$ cat config.mk
export PLATFORM = sky130hd
export DESIGN_NAME = tsr_xfer
export DESIGN_NICKNAME = d
export VERILOG_FILES = /design/src/rtl/tsr_pkg.sv /design/src/rtl/tsr_cfg_decode.sv /design/src/rtl/tsr_walker.sv /design/src/rtl/tsr_rd_hold.sv /design/src/rtl/tsr_xfer.sv
export SDC_FILE = /design/constraint.sdc
export NUM_CORES = 1
export LEC_CHECK = 0
export ABC_AREA = 1
export BUFFER_PORTS_ARGS = -buffer_cell sky130_fd_sc_hd__buf_2
export CAP_MARGIN = 20
export CORE_MARGIN = 2
export CORE_UTILIZATION = 55
export CTS_BUF_LIST = sky130_fd_sc_hd__clkbuf_8
export CTS_CLUSTER_SIZE = 40
export DETAILED_ROUTE_END_ITERATION = 6
export PLACE_DENSITY = 0.82
export SLEW_MARGIN = 30
export SYNTH_ARGS = -nofsm -noshare
export SYNTH_HDL_FRONTEND = slang
export SYNTH_SLANG_ARGS = --single-unit
export TNS_END_PERCENT = 10
$ cat constraint.sdc
create_clock -name clk -period 4.4 [get_ports clk]
set_input_delay 0.44 -clock clk [delete_from_list [all_inputs] [get_ports clk]]
set_output_delay 0.44 -clock clk [all_outputs]
set_load 0.02 [all_outputs]
$ cat src/rtl/tsr_pkg.sv
package tsr_pkg;
  localparam logic [2:0] MODE_LINEAR    = 3'd0;
  localparam logic [2:0] MODE_TILED     = 3'd1;
  localparam logic [2:0] MODE_TILED_2X1 = 3'd2;
  localparam logic [2:0] MODE_QUAD      = 3'd3;

  typedef enum logic {ST_IDLE, ST_RUN} tsr_state_e;
endpackage

$ cat src/rtl/tsr_cfg_decode.sv
module tsr_cfg_decode import tsr_pkg::*; #(
  parameter int AW = 20,
  parameter int LW = 12
) (
  input  logic [2:0]    mode,
  input  logic          rd,
  input  logic [AW-1:0] tile_pitch,
  input  logic [LW-1:0] src_pitch,
  input  logic [LW-1:0] width,
  input  logic [LW-1:0] height,
  output logic          ok,
  output logic          empty,
  output logic          replicate,
  output logic          pair_cols,
  output logic [LW-1:0] row_len,
  output logic [AW-1:0] row_stride
);
  logic linear;
  logic quad;

  always_comb begin
    ok     = 1'b1;
    linear = 1'b0;
    quad   = 1'b0;
    case (mode)
      MODE_LINEAR:                linear = 1'b1;
      MODE_TILED, MODE_TILED_2X1: ;
      MODE_QUAD:                  quad = 1'b1;
      default:                    ok = 1'b0;
    endcase
    row_len = quad ? width : src_pitch;
    if (linear)    row_stride = AW'(src_pitch);
    else if (quad) row_stride = tile_pitch << 1;
    else           row_stride = tile_pitch;
    empty     = (height == '0) || (row_len == '0);
    replicate = quad & ~rd;
    pair_cols = quad;
  end
endmodule

$ cat src/rtl/tsr_walker.sv
module tsr_walker #(
  parameter int AW = 20,
  parameter int LW = 12
) (
  input  logic          clk,
  input  logic          rst_n,
  input  logic          load,
  input  logic          step,
  input  logic [AW-1:0] ld_base,
  input  logic [AW-1:0] ld_stride,
  input  logic [AW-1:0] ld_pitch,
  input  logic [LW-1:0] ld_len,
  input  logic [LW-1:0] ld_rows,
  input  logic          ld_pair,
  input  logic          ld_rep,
  output logic [AW-1:0] addr,
  output logic          sub_last,
  output logic          last
);
  logic [AW-1:0] row_q, col_q, stride_q, pitch_q;
  logic [LW-1:0] len_q, rows_q, x_q, y_q;
  logic [1:0]    sub_q;
  logic          pair_q, rep_q;
  logic          row_end;

  assign sub_last = !rep_q || (sub_q == 2'd3);
  assign row_end  = (x_q == len_q - 1'b1);
  assign last     = sub_last && row_end && (y_q == rows_q - 1'b1);
  assign addr     = row_q + col_q + (sub_q[1] ? pitch_q : '0) + AW'(sub_q[0]);

  always_ff @(posedge clk) begin
    if (!rst_n) begin
      row_q <= '0; col_q <= '0; stride_q <= '0; pitch_q <= '0;
      len_q <= '0; rows_q <= '0; x_q <= '0; y_q <= '0;
      sub_q <= '0; pair_q <= 1'b0; rep_q <= 1'b0;
    end else if (load) begin
      row_q    <= ld_base;
      col_q    <= '0;
      stride_q <= ld_stride;
      pitch_q  <= ld_pitch;
      len_q    <= ld_len;
      rows_q   <= ld_rows;
      x_q      <= '0;
      y_q      <= '0;
      sub_q    <= '0;
      pair_q   <= ld_pair;
      rep_q    <= ld_rep;
    end else if (step) begin
      if (!sub_last) begin
        sub_q <= sub_q + 2'd1;
      end else begin
        sub_q <= '0;
        if (row_end) begin
          x_q   <= '0;
          col_q <= '0;
          y_q   <= y_q + 1'b1;
          row_q <= row_q + stride_q;
        end else begin
          x_q   <= x_q + 1'b1;
          col_q <= col_q + (pair_q ? AW'(2) : AW'(1));
        end
      end
    end
  end
endmodule

$ cat src/rtl/tsr_rd_hold.sv
module tsr_rd_hold #(
  parameter int DW = 32
) (
  input  logic          clk,
  input  logic          rst_n,
  input  logic          cap,
  input  logic [DW-1:0] cap_data,
  output logic          free,
  output logic          out_valid,
  input  logic          out_ready,
  output logic [DW-1:0] out_data
);
  logic          valid_q;
  logic [DW-1:0] data_q;

  assign free      = !valid_q || out_ready;
  assign out_valid = valid_q;
  assign out_data  = data_q;

  always_ff @(posedge clk) begin
    if (!rst_n) begin
      valid_q <= 1'b0;
      data_q  <= '0;
    end else if (cap) begin
      valid_q <= 1'b1;
      data_q  <= cap_data;
    end else if (out_ready) begin
      valid_q <= 1'b0;
    end
  end
endmodule

$ cat src/rtl/tsr_xfer.sv
module tsr_xfer import tsr_pkg::*; #(
  parameter int AW = 20,
  parameter int LW = 12,
  parameter int DW = 32
) (
  input  logic          clk,
  input  logic          rst_n,
  input  logic          start,
  input  logic          dir_rd,
  input  logic [2:0]    mode,
  input  logic [AW-1:0] offset,
  input  logic [AW-1:0] tile_pitch,
  input  logic [LW-1:0] src_pitch,
  input  logic [LW-1:0] width,
  input  logic [LW-1:0] height,
  output logic          busy,
  output logic          done,
  output logic          err,
  input  logic          in_valid,
  output logic          in_ready,
  input  logic [DW-1:0] in_data,
  output logic          out_valid,
  input  logic          out_ready,
  output logic [DW-1:0] out_data,
  output logic          mem_valid,
  input  logic          mem_ready,
  output logic          mem_we,
  output logic [AW-1:0] mem_addr,
  output logic [DW-1:0] mem_wdata,
  input  logic [DW-1:0] mem_rdata
);
  tsr_state_e    state_q;
  logic          rd_q, done_q, err_q;
  logic          cfg_ok, cfg_empty, cfg_rep, cfg_pair;
  logic [LW-1:0] cfg_len;
  logic [AW-1:0] cfg_stride;
  logic          run, launch, go, acc;
  logic          sub_last, last;
  logic          hold_free;

  tsr_cfg_decode #(.AW(AW), .LW(LW)) u_dec (
    .mode(mode), .rd(dir_rd), .tile_pitch(tile_pitch), .src_pitch(src_pitch),
    .width(width), .height(height), .ok(cfg_ok), .empty(cfg_empty),
    .replicate(cfg_rep), .pair_cols(cfg_pair), .row_len(cfg_len), .row_stride(cfg_stride)
  );

  assign run    = (state_q == ST_RUN);
  assign launch = start && (state_q == ST_IDLE);
  assign go     = launch && cfg_ok && !cfg_empty;

  tsr_walker #(.AW(AW), .LW(LW)) u_walk (
    .clk(clk), .rst_n(rst_n), .load(go), .step(acc),
    .ld_base(offset), .ld_stride(cfg_stride), .ld_pitch(tile_pitch),
    .ld_len(cfg_len), .ld_rows(height), .ld_pair(cfg_pair), .ld_rep(cfg_rep),
    .addr(mem_addr), .sub_last(sub_last), .last(last)
  );

  tsr_rd_hold #(.DW(DW)) u_hold (
    .clk(clk), .rst_n(rst_n), .cap(acc && rd_q), .cap_data(mem_rdata),
    .free(hold_free), .out_valid(out_valid), .out_ready(out_ready), .out_data(out_data)
  );

  always_comb begin
    mem_valid = run && (rd_q ? hold_free : in_valid);
    mem_we    = run && !rd_q;
    mem_wdata = in_data;
    in_ready  = run && !rd_q && mem_ready && sub_last;
    acc       = mem_valid && mem_ready;
  end

  assign busy = run;
  assign done = done_q;
  assign err  = err_q;

  always_ff @(posedge clk) begin
    if (!rst_n) begin
      state_q <= ST_IDLE;
      rd_q    <= 1'b0;
      done_q  <= 1'b0;
      err_q   <= 1'b0;
    end else begin
      done_q <= 1'b0;
      err_q  <= 1'b0;
      if (launch) begin
        if (!cfg_ok) begin
          err_q <= 1'b1;
        end else if (cfg_empty) begin
          done_q <= 1'b1;
        end else begin
          state_q <= ST_RUN;
          rd_q    <= dir_rd;
        end
      end else if (run && acc && last) begin
        state_q <= ST_IDLE;
        done_q  <= 1'b1;
      end
    end
  end
endmodule

==> results of run 1 <==
worst min path at each step:
stage	end	start	depth (start not counted)
final	u_walk.rows_q[2]	height[2]	3
after global routing	u_walk.rows_q[2]	height[2]	3
after CTS	u_walk.rows_q[5]	height[5]	3
after detailed placement	u_walk.pitch_q[18]	u_walk.pitch_q[18]	2
after global placement	u_walk.pitch_q[12]	u_walk.pitch_q[12]	2
after floorplan	u_walk.pitch_q[12]	u_walk.pitch_q[12]	2
per-layer routing:
| layer | routed length [microns] | track usage |
|---|---|---|
| met5 | 0 | 0 |
| met4 | 816 | 0.09857 |
| met3 | 2597 | 0.04724 |
| met2 | 15160 | 0.4979 |
| met1 | 14970 | 0.4130 |
flip-flops by register name, summed over array words and instances (netlist names):
signal and count:
rd_q 1, u_walk.stride_q 20, u_walk.y_q 12, u_walk.col_q 20, u_walk.rows_q 12, err 1, busy 1, u_walk.sub_q 2
u_walk.len_q 12, u_walk.pair_q 1, u_walk.row_q 20, u_walk.rep_q 1, u_walk.x_q 12, u_hold.out_valid 1, done 1, u_walk.pitch_q 20
u_hold.out_data 32
logic make-up (layout without fill, tap and decap cells):
kind of cell,after synthesis,in the layout,synth area share
compound gates,263,263,0.1219
xor+xnor,72,72,0.05734
fa+ha+maj,67,67,0.08742
buf+inv,303,431,0.1147
flops,169,169,0.2947
other cells,0,2,0
simple gates,876,876,0.3240
critical path: cells and delay by family (launching register included):
kind,cells,cell delay [ns]
xor gates and xnor gates,1,0.16
AOI/OAI and AO/OA,4,0.81
adders and majority gates,2,0.97
and+or+nand+nor,3,0.25
buffers and inverters,3,0.50
DFF,1,0.39
area by class of cell:
type,count,share of cell area
Sequential cell,169,0.2653
Multi-Input combinational cell,1278,0.5329
Antenna cell,2,0.0003925
Inverter,210,0.06182
Tap cell,270,0.02649
Clock buffer,20,0.02159
Timing Repair Buffer,189,0.07673
Clock inverter,12,0.01472
layout by cell type (no fill, tap or decap), drive strengths merged, types with 12 or more instances in the layout:
cell type  count
nor2         160
a21oi        113
o21ai        109
nand2        493
clkbuf        20
inv          211
buf          189
dfxtp        169
nor3          26
xnor2         25
nor4          12
ha            45
xor2          45
o22ai         12
fa            22
nand3        135
nand4         36
power breakdown:
part           total (mW)  switching (mW)  internal (mW)
combinational       0.672           0.433          0.238
clock                1.29           0.614          0.673
sequential           1.63          0.0531           1.58
total                3.59            1.10           2.49
==> metrics, run 1 <==
startpoint types flop; syn_nets ~2000; CTS hold repair buffers 0; PortBufs 176; Async S/R FF share, synth 0; Crit path required time 3.96 ns; WS Path Type reg -> out; Final Cycle Share 0.9033; Crit. End Element primary output; Post-Layout Cell Count between 2000 and 2500; Total Power 3.590 mW; RR Endpoint u_walk.y_q[4]; vias in the first global route 10937; Synth Cell Area 11480 sq um; CP startpoint u_walk.sub_q[1]; Fmax approximately 250 MHz; CTS tree yes; placed cells 2116; slew margin rel. 0.4245; final slew viol count 0; largest area contributor in the netlist dfxtp_1; CP max-delay cell fa_1; global route total overflow 0; synthesis-to-finish area growth 11.09%; yosys warns 0; Starting Density 0.5637; crit path to mem_addr[14]; vias per cell 5.453; Yosys reg bits 169; Max Cap Viol 0; GP Congestion 0.9486; Nets 2082; Post-Route WL 33540 microns; final antenna-violating net count 0; DRC 0; Leak Pwr 6.326 nW; total clock sinks about 170; hold_ws about 0.2 ns; CTS Buf Count 17; Final Instance Area 12750 sq um; r2r setup slk 1.03 ns; setup total negative slack 0 ns; DP HPWL 26170 microns; Setup-failing EPs final 0; Crit Path Max Fanout 19; post-CTS setup buffers 0; r2r worst-path depth 12; top post-synthesis cells by area dfxtp_1 (29%), nand2_1 (16%), inv_1 (6.7%), nand3_1 (5.8%), a21oi_1 (4.9%); post-cts sizing count 0; gr usage total 0.3041; core area 20360 sq um; area share of the largest cell type after synthesis 0.2947; initial antenna violation count 1; outcome finished, final reports clean; Clock Tree Buf Depth 2; via count 11723; clk slew on worst S/H paths 0.10 ns; First-pass DRT Iterations 6; post-synth cell types 41; RSZ-0062 raised after global routing false; peak supply drop roughly 0.2 mV; setup slack after layout 0.4254 ns; Setup Skew 0.01971 ns; post-layout util 0.6261; H-tree levels 4; Multi-input gate area 6795 sq um; minimum clock period 3.975 ns; Reg-to-Reg Start rd_q; I/O Pins between 200 and 250; clk_lat worst skew about 0.46 ns; DRT iter0 DRCs 947; Cells after Synth 1750; syn_area_per_cell 6.559 sq um; max incr delay on CP 0.52 ns; Die X between 100 and 150 microns; Std-Cell Rows 52; largest net degree at the start of global routing 57; Avg WL per Cell 15.60 microns; Fin. Hold Viols 0; worst path cell trace buf_4 -> nand2_1 -> inv_1 -> fa_1 -> fa_1 -> nand3_1 -> nand2_1 -> a21oi_1 -> o21ai_0 -> a21oi_1 -> o21ai_0 -> xor2_1 -> buf_2; sequential cell area 3383 sq um; arrival time worst endpoint 3.53 ns; Post-synth EDFFs 0; fillcell total roughly 1900; commonest cells in the netlist nand2_1 (493), inv_1 (205), dfxtp_1 (169), nor2_1 (147), nand3_1 (133); clock tree root driver cell clkbuf_8; Pwr per Cell Area 281.5 nW/um^2; share of layout cells above drive strength 1 0.1315; count leader, synth nand2_1; top_reg_cell synth dfxtp_1; Worst-Margin Slew 0.8600 ns; register area share after synthesis 0.2947; first-pass GRT wire length 54060 microns; cell area after placement 12280 sq um; kind of path behind the tightest hold check in -> reg; die height 148.5 microns; die area roughly 22000 sq um; Placement Setup Slack 0.9115 ns
(Power assumes the default switching activity.)
==> inputs of run 2 (changes only) <==
--- a/config.mk
+++ b/config.mk
@@ -8,12 +8,14 @@
 export ABC_AREA = 1
 export BUFFER_PORTS_ARGS = -buffer_cell sky130_fd_sc_hd__buf_2
 export CAP_MARGIN = 20
+export CELL_PAD_IN_SITES_DETAIL_PLACEMENT = 1
+export CELL_PAD_IN_SITES_GLOBAL_PLACEMENT = 2
 export CORE_MARGIN = 2
-export CORE_UTILIZATION = 55
+export CORE_UTILIZATION = 31
 export CTS_BUF_LIST = sky130_fd_sc_hd__clkbuf_8
 export CTS_CLUSTER_SIZE = 40
 export DETAILED_ROUTE_END_ITERATION = 6
-export PLACE_DENSITY = 0.82
+export PLACE_DENSITY = 0.86
 export SLEW_MARGIN = 30
 export SYNTH_ARGS = -nofsm -noshare
 export SYNTH_HDL_FRONTEND = slang
==> metrics, run 2 (synthesis gave the netlist of run 1 again) <==
outcome finished, final reports clean (unchanged); Worst-Margin Slew 0.8908 ns (was 0.8600 ns); hold path startpoint height[10] (was height[2]); r2r setup slk 1.15 ns (was 1.03 ns); Sequential Power Share 0.478 (was 0.454); clk_lat worst skew 0.49 ns (was 0.46 ns); share of layout cells above drive strength 1 0.1335 (was 0.1315); minimum clock period 4.049 ns (was 3.975 ns); Clock Tree Buf Depth 2 (unchanged); clk slew on worst S/H paths 0.10 ns (about the same); fillcell total 4754 (was 1921); setup slack after layout 0.3513 ns (was 0.4254 ns); RSZ-0062 raised after global routing false (unchanged); final antenna-violating net count 0 (unchanged); post-CTS setup buffers 0 (unchanged); Crit Path Max Fanout 21 (was 19); arrival time worst endpoint 3.61 ns (was 3.53 ns); CTS Buf Count 17 (unchanged); Reg-to-Reg Start u_walk.sub_q[1] (was rd_q); Post-Layout Cell Count 2349 (was 2150); Fin. Hold Viols 0 (unchanged); peak supply drop 0.2084 mV (was 0.1969 mV); DP HPWL 32360 microns (was 26170 microns); First-pass DRT Iterations 5 (was 6); Avg WL per Cell 16.97 microns (was 15.60 microns); global route total overflow 0 (unchanged); initial antenna violation count 1 (unchanged); WS Path Type reg -> out (unchanged); logic gate share of total power 0.202 (was 0.187); vias in the first global route 11986 (was 10937); via count 11640 (was 11723); P_sw 1.162 mW (was 1.100 mW); CTS tree yes (unchanged); Final Instance Area 12920 sq um (was 12750 sq um); RR Endpoint u_walk.y_q[4] (unchanged); cell area after placement 12540 sq um (was 12280 sq um); M3 GR Usage 0.03884 (was 0.04724); vias per cell 4.955 (was 5.453); Top Usage Layer GRT met2 (unchanged); Setup-failing EPs final 0 (unchanged); die area 38580 sq um (was 22040 sq um); Setup Skew 0.02194 ns (was 0.01971 ns); Top delay family on crit path adder cells (unchanged); Sw Share 0.3398 (was 0.3065); Placement Setup Slack 0.5669 ns (was 0.9115 ns); Post-Route WL 39850 microns (was 33540 microns); Crit. End Element primary output (unchanged); Nets 2084 (was 2082); setup total negative slack 0 ns (unchanged); most frequent cells in the layout nand2_1 (492), inv_1 (205), buf_2 (176) (unchanged); kind of path behind the tightest hold check in -> reg (unchanged); Starting Density 0.3143 (was 0.5637); die height 196.4 microns (was 148.5 microns); DRC 0 (unchanged); worst hold endpoint u_walk.rows_q[10] (was u_walk.rows_q[2]); Leak Pwr 6.281 nW (was 6.326 nW); max incr delay on CP 0.54 ns (was 0.52 ns); I/O Pins 241 (unchanged); placed cells 2316 (was 2116); slew margin rel. 0.4029 (was 0.4245); Max Cap Viol 0 (unchanged); total clock sinks 169 (unchanged); max reg flops 32 (unchanged); clock tree root driver cell clkbuf_8 (unchanged); Total Power 3.420 mW (was 3.590 mW); gr usage total 0.2110 (was 0.3041); Std-Cell Rows 70 (was 52); Pwr per Cell Area 264.7 nW/um^2 (was 281.5 nW/um^2); WP buf/inv 3 (unchanged); hold path depth 3 (unchanged); hold_ws 0.1752 ns (was 0.1991 ns); met2 usage 0.3526 (was 0.4979); startpoint types flop (unchanged); r2r worst-path depth 12 (unchanged); core area 36520 sq um (was 20360 sq um); DRT iter0 DRCs 604 (was 947); power share of the clock group 0.320 (was 0.359); largest net degree at the start of global routing 48 (was 57); Die X 196.4 microns (was 148.5 microns); GR Util met1 0.2759 (was 0.4130); H-tree levels 4 (unchanged); CP max-delay cell fa_1 (unchanged); synthesis-to-finish area growth 12.55% (was 11.09%); worst path cell trace buf_4 -> nand2_1 -> inv_1 -> fa_1 -> fa_1 -> nand3_1 -> nand2_1 -> a21oi_1 -> o21ai_1 -> a21oi_1 -> o21ai_0 -> xor2_1 -> buf_2 (was buf_4 -> nand2_1 -> inv_1 -> fa_1 -> fa_1 -> nand3_1 -> nand2_1 -> a21oi_1 -> o21ai_0 -> a21oi_1 -> o21ai_0 -> xor2_1 -> buf_2); PortBufs 176 (unchanged); Crit path required time 3.96 ns (about the same); Fmax 247.0 MHz (was 251.6 MHz); GP Congestion 0.9011 (was 0.9486); final slew viol count 0 (unchanged); post-layout util 0.3537 (was 0.6261); most common cell after layout, fill and taps aside nand2_1 (unchanged); Final Cycle Share 0.9202 (was 0.9033); first-pass GRT wire length 64040 microns (was 54060 microns); total internal power 2.258 mW (was 2.490 mW)
run 2: cell count changes in the layout (fill, tap and decap cells not counted), moves of 2 or more:
cell	change
o21ai_1	+2
bufinv_16	-4
inv_6	+2
clkinv_2	+2
buf_4	+2
o21ai_0	-2
clkinvlp_4	+2
run 2: worst reg2reg max path, stage by stage (launching register included):
cell	delay, ns
dfxtp_1	0.35
buf_4	0.25
ha_1	0.21
nor2_1	0.10
nor2_1	0.10
nand3_1	0.46
inv_2	0.54
nand4_2	0.38
nand2_1	0.17
buf_4	0.38
nand2_1	0.09
nand2_1	0.07
inv_1	0.04
run 2: what timing repair did:
action	in CTS	in global routing
setup endpoints to repair	0	2
hold buffers	0	0
gates resized for setup	0	3
run 2: worst max path at each step:
stage	cells past startpoint	slack, ns	end	from
floorplan	13	0.98	mem_addr[14]	u_walk.sub_q[1]
global placement	13	0.77	u_walk.pitch_q[17]	mode[2]
detailed placement	13	0.57	u_walk.pitch_q[0]	mode[2]
CTS	13	0.22	mem_addr[14]	u_walk.sub_q[1]
global route	13	0.04	mem_addr[14]	u_walk.sub_q[1]
finish	13	0.35	mem_addr[14]	u_walk.sub_q[1]
run 2: power groups by stage:
stage	clock network [mW]	registers, mW	logic, mW
after floorplan	0	1.65	0.509
after global placement	0	1.67	0.677
after detailed placement	0	1.67	0.691
after CTS	1.13	1.63	0.695
after global routing	1.20	1.64	0.789
final	1.09	1.63	0.692
run 2: cell type report:
| type | count | area [sq um] | share of cell area |
|---|---|---|---|
| Inverter | 210 | 788.3 | 0.06102 |
| Clock buffer | 20 | 275.3 | 0.02131 |
| Clock inverter | 12 | 90.09 | 0.006973 |
| Multi-Input combinational cell | 1278 | 6800 | 0.5264 |
| Tap cell | 468 | 585.6 | 0.04533 |
| Antenna cell | 1 | 2.502 | 0.0001937 |
| Timing Repair Buffer | 191 | 993.5 | 0.07690 |
| Sequential cell | 169 | 3383 | 0.2619 |
run 2: metal layers:
| metal | wire length [microns] | vias up | part of all wire |
|---|---|---|---|
| li1 | - | 5849 | - |
| met1 | 19040 | 5501 | 0.48 |
| met2 | 18130 | 235 | 0.45 |
| met3 | 1734 | 55 | 0.044 |
| met4 | 953 | 0 | 0.024 |
| met5 | 0 | - | 0 |
==> inputs of run 3 (changes only) <==
--- a/config.mk
+++ b/config.mk
@@ -10,6 +10,7 @@
 export CAP_MARGIN = 20
 export CELL_PAD_IN_SITES_DETAIL_PLACEMENT = 1
 export CELL_PAD_IN_SITES_GLOBAL_PLACEMENT = 2
+export CORE_ASPECT_RATIO = 0.75
 export CORE_MARGIN = 2
 export CORE_UTILIZATION = 31
 export CTS_BUF_LIST = sky130_fd_sc_hd__clkbuf_8
==> metrics, run 3 (synthesis gave the netlist of run 1 again) <==
outcome finished, final reports clean (unchanged); synthesis-to-finish area growth 13.54% (was 12.55%); Setup-failing EPs final 0 (unchanged); sequential cell area 3383 sq um (unchanged); I/O Pins 241 (unchanged); Max Cap Viol 0 (unchanged); Post-Route WL 40470 microns (was 39850 microns); global route total overflow 0 (unchanged); r2r worst-path depth 15 (was 12); hold path startpoint height[6] (was height[10]); initial antenna violation count 3 (was 1); Worst-Margin Slew 0.8400 ns (was 0.8908 ns); kind of path behind the tightest hold check in -> reg (unchanged); Starting Density 0.3120 (was 0.3143); H-tree levels 4 (unchanged); Pwr per Cell Area 275.0 nW/um^2 (was 264.7 nW/um^2); setup slack after layout 0.3851 ns (was 0.3513 ns); die height 170.6 microns (was 196.4 microns); clk_lat worst skew 0.48 ns (was 0.49 ns); Crit Path Max Fanout 21 (unchanged); share of layout cells above drive strength 1 0.1330 (was 0.1335); Final Instance Area 13030 sq um (was 12920 sq um); Die X 226.2 microns (was 196.4 microns); Crit path required time 3.96 ns (about the same); RR Endpoint u_walk.y_q[4] (unchanged); clk slew on worst S/H paths 0.10 ns (about the same); Setup Skew 0.02045 ns (was 0.02194 ns); fillcell total 4834 (was 4754); Nets 2084 (unchanged); max reg flops 32 (unchanged); final antenna-violating net count 0 (unchanged); total clock sinks 169 (unchanged); CP startpoint u_walk.sub_q[1] (unchanged); most frequent cells in the layout nand2_1 (492), inv_1 (205), buf_2 (176) (unchanged); DRC 0 (unchanged); gr usage total 0.2098 (was 0.2110); Avg WL per Cell 16.95 microns (was 16.97 microns); CTS hold repair buffers 0 (unchanged); Final Cycle Share 0.9125 (was 0.9202); Reg-to-Reg Start u_walk.len_q[0] (was u_walk.sub_q[1]); CTS tree yes (unchanged); die area 38600 sq um (was 38580 sq um); peak supply drop 0.1612 mV (was 0.2084 mV); Fin. Hold Viols 0 (unchanged); WS Path Type reg -> out (unchanged); core area 36790 sq um (was 36520 sq um); post-CTS setup buffers 0 (unchanged); First-pass DRT Iterations 5 (unchanged); PortBufs 176 (unchanged); Crit. End Element primary output (unchanged); setup total negative slack 0 ns (unchanged); minimum clock period 4.015 ns (was 4.049 ns); DP HPWL 32510 microns (was 32360 microns); Fmax 249.1 MHz (was 247.0 MHz); startpoint types flop (unchanged); largest net degree at the start of global routing 55 (was 48); DRT iter0 DRCs 746 (was 604); slew margin rel. 0.4379 (was 0.4029); Placement Setup Slack 0.5045 ns (was 0.5669 ns); most common cell after layout, fill and taps aside nand2_1 (unchanged); worst hold endpoint u_walk.rows_q[6] (was u_walk.rows_q[10]); hold path depth 3 (unchanged); Std-Cell Rows 61 (was 70); first-pass GRT wire length 63570 microns (was 64040 microns); Multi-input gate area 6797 sq um (was 6800 sq um); RSZ-0062 raised after global routing false (unchanged); via count 11765 (was 11640); Leak Pwr 6.312 nW (was 6.281 nW); vias per cell 4.929 (was 4.955); cell area after placement 12590 sq um (was 12540 sq um); CTS Buf Count 17 (unchanged); r2r setup slk 1.34 ns (was 1.15 ns); GP Congestion 0.8779 (was 0.9011); post-cts sizing count 0 (unchanged); vias in the first global route 11617 (was 11986); final slew viol count 0 (unchanged); Clock Tree Buf Depth 2 (unchanged); arrival time worst endpoint 3.57 ns (was 3.61 ns); clock tree root driver cell clkbuf_8 (unchanged)
-- run 3: worst max-delay path by stage --
stage / to / slack [ns] / depth (start not counted)
global placement: u_walk.len_q[11] / 0.73 / 12
global route: mem_addr[13] / 0.08 / 13
finish: mem_addr[14] / 0.39 / 13
floorplan: mem_addr[14] / 0.98 / 13
detailed placement: u_walk.pitch_q[11] / 0.50 / 12
CTS: mem_addr[14] / 0.35 / 13
-- run 3: critical path, cell delays in order, from the launching register on --
cell and delay [ns]:
dfxtp_1 0.34, buf_4 0.25, nand2_1 0.08, inv_1 0.07, fa_1 0.46, ha_1 0.43, nand3_1 0.10, nand2_1 0.11
a21oi_1 0.10, o21ai_0 0.38, a21oi_1 0.16, o21ai_0 0.23, xor2_1 0.19, buf_2 0.19
-- run 3: power by group --
part | internal (mW) | switching, mW
clock | 0.539 | 0.705
combinational | 0.240 | 0.452
sequential | 1.58 | 0.0690
-- run 3: per-layer routing --
layer	up-vias	track usage	wire length [microns]
li1	5850	-	-
met1	5669	0.3128	20840
met4	0	0.04577	530
met2	218	0.3132	17210
met3	28	0.03572	1885
met5	-	0	0
-- run 3: per-stage QoR --
stage | hold slack, ns | std cells | power, mW | util
floorplan | 0.4191 | 1750 | 2.155 | -
global placement | 0.4336 | 2352 | 2.347 | 0.3421
detailed placement | 0.4478 | 2352 | 2.367 | 0.3422
CTS | 0.1477 | 2384 | 3.611 | 0.3539
global route | 0.1660 | 2387 | 3.774 | 0.3543
finish | 0.1715 | 2387 | 3.584 | 0.3543
-- run 3: final cells by class --
type / count / area share
antenna: 3 / 0.0005760
clock buffer: 17 / 0.01795
clock inverter: 15 / 0.01526
inverter: 210 / 0.06048
multi-input combinational: 1278 / 0.5215
sequential: 169 / 0.2596
tap: 504 / 0.04839
timing repair buffer: 191 / 0.07623
